### src/rtl/lsp_pkg.sv
package lsp_pkg;

    typedef enum logic [3:0] {
        TAP_EX2_DR   = 4'h0,
        TAP_EX1_DR   = 4'h1,
        TAP_SHIFT_DR = 4'h2,
        TAP_PAUSE_DR = 4'h3,
        TAP_SEL_IR   = 4'h4,
        TAP_UPD_DR   = 4'h5,
        TAP_CAP_DR   = 4'h6,
        TAP_SEL_DR   = 4'h7,
        TAP_EX2_IR   = 4'h8,
        TAP_EX1_IR   = 4'h9,
        TAP_SHIFT_IR = 4'hA,
        TAP_PAUSE_IR = 4'hB,
        TAP_IDLE     = 4'hC,
        TAP_UPD_IR   = 4'hD,
        TAP_CAP_IR   = 4'hE,
        TAP_RESET    = 4'hF
    } tap_st_e;

    typedef enum logic [1:0] {
        LP_PARK_TLR = 2'd0,
        LP_PARK_RTI = 2'd1,
        LP_ACTIVE   = 2'd2
    } lp_st_e;

    typedef struct packed {
        lp_st_e st;
        logic   pend;
    } lp_reg_t;

endpackage

### src/rtl/lsp_mode_reg.sv
module lsp_mode_reg
    import lsp_pkg::*;
#(
    parameter int MODE_W = 8,
    parameter int NP     = 3
) (
    input  logic          tck,
    input  logic          trst_n,
    input  logic [3:0]    tap_state,
    input  logic          tdi,
    input  logic          cmd_modesel,
    input  logic          cmd_other,
    output logic [NP-1:0] mode_en,
    output logic          sel_q,
    output logic          sr_out
);

    typedef struct packed {
        logic [MODE_W-1:0] mode;
        logic [MODE_W-1:0] sr;
        logic              sel;
    } mr_t;

    mr_t     r_q, r_d;
    tap_st_e st;

    assign st = tap_st_e'(tap_state);

    always_comb begin
        r_d = r_q;
        if (st == TAP_RESET) begin
            r_d.mode = '0;
            r_d.sel  = 1'b0;
        end else begin
            if (cmd_modesel)    r_d.sel = 1'b1;
            else if (cmd_other) r_d.sel = 1'b0;
            if (r_q.sel) begin
                case (st)
                    TAP_CAP_DR:   r_d.sr   = r_q.mode;
                    TAP_SHIFT_DR: r_d.sr   = {tdi, r_q.sr[MODE_W-1:1]};
                    TAP_UPD_DR:   r_d.mode = r_q.sr;
                    default:      ;
                endcase
            end
        end
    end

    always_ff @(posedge tck or negedge trst_n) begin
        if (!trst_n) r_q <= '0;
        else         r_q <= r_d;
    end

    assign mode_en = r_q.mode[NP-1:0];
    assign sel_q   = r_q.sel;
    assign sr_out  = r_q.sr[0];

endmodule

### src/rtl/lsp_port_fsm.sv
module lsp_port_fsm
    import lsp_pkg::*;
(
    input  logic tck,
    input  logic trst_n,
    input  logic master_tlr,
    input  logic master_rti,
    input  logic tms,
    input  logic enable,
    input  logic cmd_unpark,
    input  logic cmd_parktlr,
    input  logic cmd_parkrti,
    input  logic cmd_softreset,
    output logic tms_out,
    output logic active
);

    lp_reg_t p_q, p_d;
    logic    join_now;

    always_comb begin
        join_now = p_q.pend &&
                   ((p_q.st == LP_PARK_TLR && master_tlr) ||
                    (p_q.st == LP_PARK_RTI && master_rti));
        p_d = p_q;
        if (cmd_softreset || cmd_parktlr) begin
            p_d.st   = LP_PARK_TLR;
            p_d.pend = 1'b0;
        end else if (cmd_parkrti) begin
            p_d.st   = LP_PARK_RTI;
            p_d.pend = 1'b0;
        end else if (cmd_unpark) begin
            if (p_q.st != LP_ACTIVE && enable) p_d.pend = 1'b1;
        end else if (join_now) begin
            p_d.st   = LP_ACTIVE;
            p_d.pend = 1'b0;
        end else if (master_tlr) begin
            p_d.st   = LP_PARK_TLR;
        end
    end

    always_ff @(posedge tck or negedge trst_n) begin
        if (!trst_n) p_q <= '{st: LP_PARK_TLR, pend: 1'b0};
        else         p_q <= p_d;
    end

    // The joining cycle already passes the master TMS so both TAPs move together.
    always_comb begin
        if (join_now)
            tms_out = tms;
        else if (p_q.st == LP_ACTIVE && !master_tlr)
            tms_out = tms;
        else if (p_q.st == LP_PARK_RTI)
            tms_out = 1'b0;
        else
            tms_out = 1'b1;
    end

    assign active = (p_q.st == LP_ACTIVE);

endmodule

### src/rtl/lsp_park_ctrl.sv
module lsp_park_ctrl
    import lsp_pkg::*;
#(
    parameter int NUM_PORTS = 3,
    parameter int MODE_W    = 8
) (
    input  logic                 tck,
    input  logic                 trst_n,
    input  logic [3:0]           tap_state,
    input  logic                 tms,
    input  logic                 tdi,
    input  logic                 cmd_unpark,
    input  logic                 cmd_parktlr,
    input  logic                 cmd_parkrti,
    input  logic                 cmd_softreset,
    input  logic                 cmd_modesel,
    input  logic [NUM_PORTS-1:0] lsp_tdo,
    output logic [NUM_PORTS-1:0] lsp_tms,
    output logic [NUM_PORTS-1:0] lsp_tdi,
    output logic                 scan_out
);

    localparam int CHAIN_N = NUM_PORTS + 1;

    logic [NUM_PORTS-1:0] port_active;
    logic [NUM_PORTS-1:0] mode_en;
    logic                 mode_sel;
    logic                 mode_sr_out;
    logic [CHAIN_N-1:0]   chain;
    logic                 master_tlr, master_rti, cmd_other;

    assign master_tlr = (tap_st_e'(tap_state) == TAP_RESET);
    assign master_rti = (tap_st_e'(tap_state) == TAP_IDLE);
    assign cmd_other  = cmd_unpark | cmd_parktlr | cmd_parkrti | cmd_softreset;

    lsp_mode_reg #(.MODE_W(MODE_W), .NP(NUM_PORTS)) u_mode (
        .tck         (tck),
        .trst_n      (trst_n),
        .tap_state   (tap_state),
        .tdi         (tdi),
        .cmd_modesel (cmd_modesel),
        .cmd_other   (cmd_other),
        .mode_en     (mode_en),
        .sel_q       (mode_sel),
        .sr_out      (mode_sr_out)
    );

    assign chain[0] = tdi;

    for (genvar i = 0; i < NUM_PORTS; i++) begin : g_port
        lsp_port_fsm u_fsm (
            .tck           (tck),
            .trst_n        (trst_n),
            .master_tlr    (master_tlr),
            .master_rti    (master_rti),
            .tms           (tms),
            .enable        (mode_en[i]),
            .cmd_unpark    (cmd_unpark),
            .cmd_parktlr   (cmd_parktlr),
            .cmd_parkrti   (cmd_parkrti),
            .cmd_softreset (cmd_softreset),
            .tms_out       (lsp_tms[i]),
            .active        (port_active[i])
        );
        assign lsp_tdi[i]  = chain[i];
        assign chain[i+1]  = (port_active[i] && mode_en[i]) ? lsp_tdo[i] : chain[i];
    end

    assign scan_out = mode_sel ? mode_sr_out : chain[NUM_PORTS];

endmodule

### config.mk
export PLATFORM = sky130hd
export DESIGN_NAME = lsp_park_ctrl
export DESIGN_NICKNAME = d
export VERILOG_FILES = /design/src/rtl/lsp_pkg.sv /design/src/rtl/lsp_mode_reg.sv /design/src/rtl/lsp_port_fsm.sv /design/src/rtl/lsp_park_ctrl.sv
export SDC_FILE = /design/constraint.sdc
export NUM_CORES = 1
export LEC_CHECK = 0
export BUFFER_PORTS_ARGS = -buffer_cell sky130_fd_sc_hd__buf_2
export CORE_UTILIZATION = 60
export CTS_CLUSTER_DIAMETER = 100
export CTS_CLUSTER_SIZE = 8
export DETAILED_ROUTE_END_ITERATION = 10
export GPL_TIMING_DRIVEN = 0
export PLACE_DENSITY = 0.84
export SKIP_CTS_REPAIR_TIMING = 1
export SYNTH_ARGS = -nofsm -noshare
export SYNTH_HDL_FRONTEND = slang
export SYNTH_SLANG_ARGS = --single-unit
### constraint.sdc
create_clock -name tck -period 2.9 [get_ports tck]
set_clock_uncertainty 0.2 [all_clocks]
set_input_delay 0.145 -clock tck [delete_from_list [all_inputs] [get_ports tck]]
set_output_delay 0.145 -clock tck [all_outputs]
set_load 0.005 [all_outputs]
Word-level counts from Yosys, hierarchy flattened --
Index checks and enable logic that the tools add are counted.
Word-level totals: output and inout port bits 7, logic and storage cells 117, register bits 26, input port bits 16
Operators by class: reductions and logical operators 44, mux-type cells 42, bitwise operators 4, equality and inequality tests 18
Operator list (count):
- 1-bit two-way mux | 25
- 4-bit nonzero test | 6
- 1-bit logical AND | 18
- 3-bit two-way mux | 6
- 16-bit two-way mux | 1
- 8-bit two-way mux | 2
- 8-bit one-hot mux with 2 select lines | 1
- 2-bit two-way mux | 7
- 2-bit AND reduction | 7
- 4-bit by 1-bit != test with 1-bit output, second input constant | 3
- 4-bit by 3-bit equality test with 1-bit output, second input constant | 2
- 4-bit equality test, second input constant | 2
- 2-bit by 1-bit equality test with 1-bit output, second input constant | 3
- 2-bit equality test, second input constant | 3
- 2-bit zero test | 3
- 2-bit != test, second input constant | 3
- 2-bit nonzero test | 3
- 4-bit by 2-bit equality test with 1-bit output, second input constant | 1
- 1-bit logical OR | 4
- 3-bit by 1-bit != test with 1-bit output, second input constant | 1
- 1-bit OR | 3
- 3-bit AND reduction | 1
- 3-bit nonzero test | 1
- 1-bit zero test | 1
- 1-bit inverter | 1

Depth between registers and ports, before layout --
word-level depth 8, depth in mapped cells 7, gate-level depth less buffers 4

Cells and area by module --
Synthesis repeated with hierarchy kept, for this count alone.
Unflattened totals: cells, all modules 165, area total of the unflattened synthesis 1503.9 sq um
Modules (own cells, without submodules):
- lsp_mode_reg | times used 1, area an instance 798.3 sq um, cells an instance 78
- lsp_port_fsm | times used 3, area an instance 200.2 sq um, cells an instance 23
- lsp_park_ctrl | times used 1, area an instance 105.1 sq um, cells an instance 18

Worst setup path before layout --
OpenSTA, ideal clock, no wires.
path type reg-to-output, start point reg g_port[0].u_fsm.p_q[1] in the netlist's numbering, end point out scan_out, path buffers 0, required time 2.555 ns, arrival 1.234 ns, stages on the path, launching flop included 5, setup slack 1.321 ns, cells stage by stage dfrtp_1 > nand3b_1 > a221oi_2 > nor4_1 > a221o_1
Between the ends: word-level cells in the longest chain between the ends 6
Ends and longest elaborated chain:
- from (decl) | RTL line lsp_port_fsm.sv:18 | lp_reg_t p_q, p_d;
- from (signal assigned) | RTL line lsp_port_fsm.sv:43 | if (!trst_n) p_q <= '{st: LP_PARK_TLR, pend: 1'b0};
- from (signal assigned) | RTL line lsp_port_fsm.sv:44 | else p_q <= p_d;
- 2-bit equality test | RTL line lsp_port_fsm.sv:59 | assign active = (p_q.st == LP_ACTIVE);
- 1-bit logical AND | RTL line lsp_park_ctrl.sv:66 | assign chain[i+1] = (port_active[i] && mode_en[i]) ? lsp_tdo[i] : chain[i];
- 1-bit two-way mux (3 in series) | RTL line lsp_park_ctrl.sv:66
- 1-bit two-way mux | RTL line lsp_park_ctrl.sv:69 | assign scan_out = mode_sel ? mode_sr_out : chain[NUM_PORTS];
- to (decl) | RTL line lsp_park_ctrl.sv:20 | output logic scan_out
No other way between the ends.

Worst setup path after layout --
Ends and elaborated chain as after synthesis.

==> results.cfg <==
[floorplan]
die_w_um = 51.8
core-area_um2 = 2280
fp-row-count = 17
die_area_um2 = 2680
die_h_um = 51.8
io_pins = 23
start_util_pct = 65.4

[synthesis]
synth_enable_flop_cells = 0
synth_most_common_cell = dfrtp_1
syn_inst = 166
avgSynthCellArea_um2 = 8.97
synth_cell_types = 37
async_flop_share_pct = 100
ys_seq_area_share_pct = 43.7
ys_ff_latch = 26
synth_nets = 182
synth_top_area_share_pct = 43.7
synthesis.area_um2 = 1490
synth_area_leaders = dfrtp_1, o21ai_0, nand2_1, o22ai_1, inv_1
dominantRegCellSynth = dfrtp_1
yosys_warnings = 0
yosys.area.top_type = dfrtp_1
synthTopCellsByCount = dfrtp_1, o21ai_0, nand2_1

[sta]
relSlewSlack_pct = 49.1
hold_viol = 1
setup_viol = 0
rsz0062_at_grt = no
max_freq_mhz = 462
timing.final.crit_share_pct = 74.7
fin_hold_ws_ns = -0.00710
worst_pin_slew_ns = 0.757
min_period_ns = 2.16
slew_violations = 0
tns_ns = 0

[clocking]
clk_pin_slew_ns = 0.16
cts_buffers = 3
cts_root_buf = clkbuf_4
htreeDepth = 1
clockBufferDepth = 2
clock_latency_ns = 0.33
clock-sinks = 26
cts_tree = done

[routing]
wl_per_cell_um = 15.6
vias_per_cell = 6.13
top_layer = met4
wl_met2_um = 1840
ant_nets = 0
drc_errors = 0
wl_met1_um = 1510
drt_first_iter_violations = 34
drt_first_pass_iters = 4
vias = 1373
wl_met3_um = 124
wl_um = 3490

[global_routing]
track_usage_pct = 28.1
grt_pass1_wl_um = 5620
grt_max_degree = 27
grt_overflow_total = 0
grt_pass1_vias = 1336
grt_antenna_before_repair = 0

[cells_and_area]
multiInputGateArea_um2 = 724
fin_util_pct = 76.3
fillers = 176
areaGrowthSynthToFinish_pct = 16.6
seq_area_um2 = 651
antenna_cells = 0
drive_above_1_share_pct = 20.9
finalNetCount = 213

[placed_design]
place_hpwl_um = 2510
io_buffer_count = 20
gp_congestion = 0.886

[power_and_ir_drop]
p_leak_nw = 0.727
p_per_area_nw_per_um2 = 426
peakVddDrop_mv = 0.335

[setup_path]
crit_required_ns = 2.56
critical_path_arrival_ns = 1.82
critPathLaunchType = register
cp_max_fo = 8
critPathKind = register to output pin
end_kind = output pin

[flow_run]
drv_cap = 0

[min_path]
hp-class = primary input to register

[outcome]
violations = hold timing
run_status = complete, but fails checks
==> registers in the layout (all words and copies together), names as in the netlist <==
signal,cells
u_mode.sr_out,1
g_port.u_fsm.p_q,9
u_mode.sel_q,1
u_mode.mode_en,3
u_mode.r_q,12
==> critical path, cell delays in order, from the launching register on <==
cell      delay (ns)
dfrtp_1         0.48
nand3b_1        0.22
a221oi_2        0.32
nor4_1          0.08
a221o_1         0.26
buf_2           0.13
==> per-stage QoR <==
step           area (um^2)  cells  hold WS, ns  worst slack [ns]  power (mW)
6_report              1740    224     -0.00710             0.735       0.739
5_1_grt               1740    224      0.00638             0.615       0.762
4_1_cts               1680    218       -0.401             0.748       0.730
3_5_place_dp          1620    214      -0.0322              1.13       0.481
3_3_place_gp          1620    214      -0.0418              1.12       0.477
2_1_floorplan         1490    166       -0.351              1.32       0.441
==> kinds of logic after synthesis <==
group,after synthesis,share of synthesized area [%]
muxes,2,1.34
DFF,26,43.7
and+or+nand+nor,64,24.8
AOI/OAI and AO/OA,52,22.5
buffers and inverters,22,7.65
==> layout make-up <==
| cell class | instances | area share [%] |
|---|---|---|
| buffer | 11 | 4.18 |
| clock buffer | 3 | 1.30 |
| clock inverter | 1 | 1.73 |
| inverter | 11 | 2.38 |
| multi-input combinational | 118 | 41.7 |
| sequential | 26 | 37.5 |
| tap | 28 | 2.02 |
| timing repair buffer | 26 | 9.22 |
==> cells in the final DEF (no fill, tap or decap), types with 2 or more instances in the layout <==
cell type       n
buf_2          24
o22ai_1        10
nand2_1        17
nand4_1         2
a31oi_1         2
nand3b_1        2
nor3_1          2
nand2b_1        6
nor4_1          3
and4b_1         2
dfrtp_1        26
inv_1          11
o21ai_0        19
a21oi_1         8
buf_4           5
a2bb2oi_1       2
nor2_1         11
a32o_1          2
nor3b_1         2
nor2b_1         3
nand3_1         7
clkbuf_4        3
a31o_2          3
mux2i_1         2
o32a_1          2
dlygate4sd3_1   6
==> per-layer routing <==
layer	GRT usage, %	vias to the layer above
met5	0	-
li1	-	668
met3	2.63	2
met4	9.91	0
met2	51.9	32
met1	33.5	671
==> where the power goes <==
part	internal, mW	leakage (nW)	switching [mW]
sequential	0.374	0.358	0.0129
combinational	0.0448	0.341	0.0501
clock	0.140	0.0279	0.117
total	0.559	0.727	0.180
==> worst paths after layout <==
check	start	cells after the start	to	slack, ns
setup / recovery	g_port[0].u_fsm.p_q[1]	5	scan_out	0.74
hold / removal	cmd_unpark	3	g_port[0].u_fsm.p_q[1]	-0.007
setup reg to reg	u_mode.sel_q	5	u_mode.r_q[7]	1.22
hold reg to reg	u_mode.r_q[15]	2	u_mode.r_q[15]	0.34
max in group asynchronous	trst_n	2	u_mode.r_q[5]	1.99
min in group asynchronous	trst_n	2	g_port[2].u_fsm.p_q[1]	0.12
Note: power is estimated with default switching activity, not from simulation.
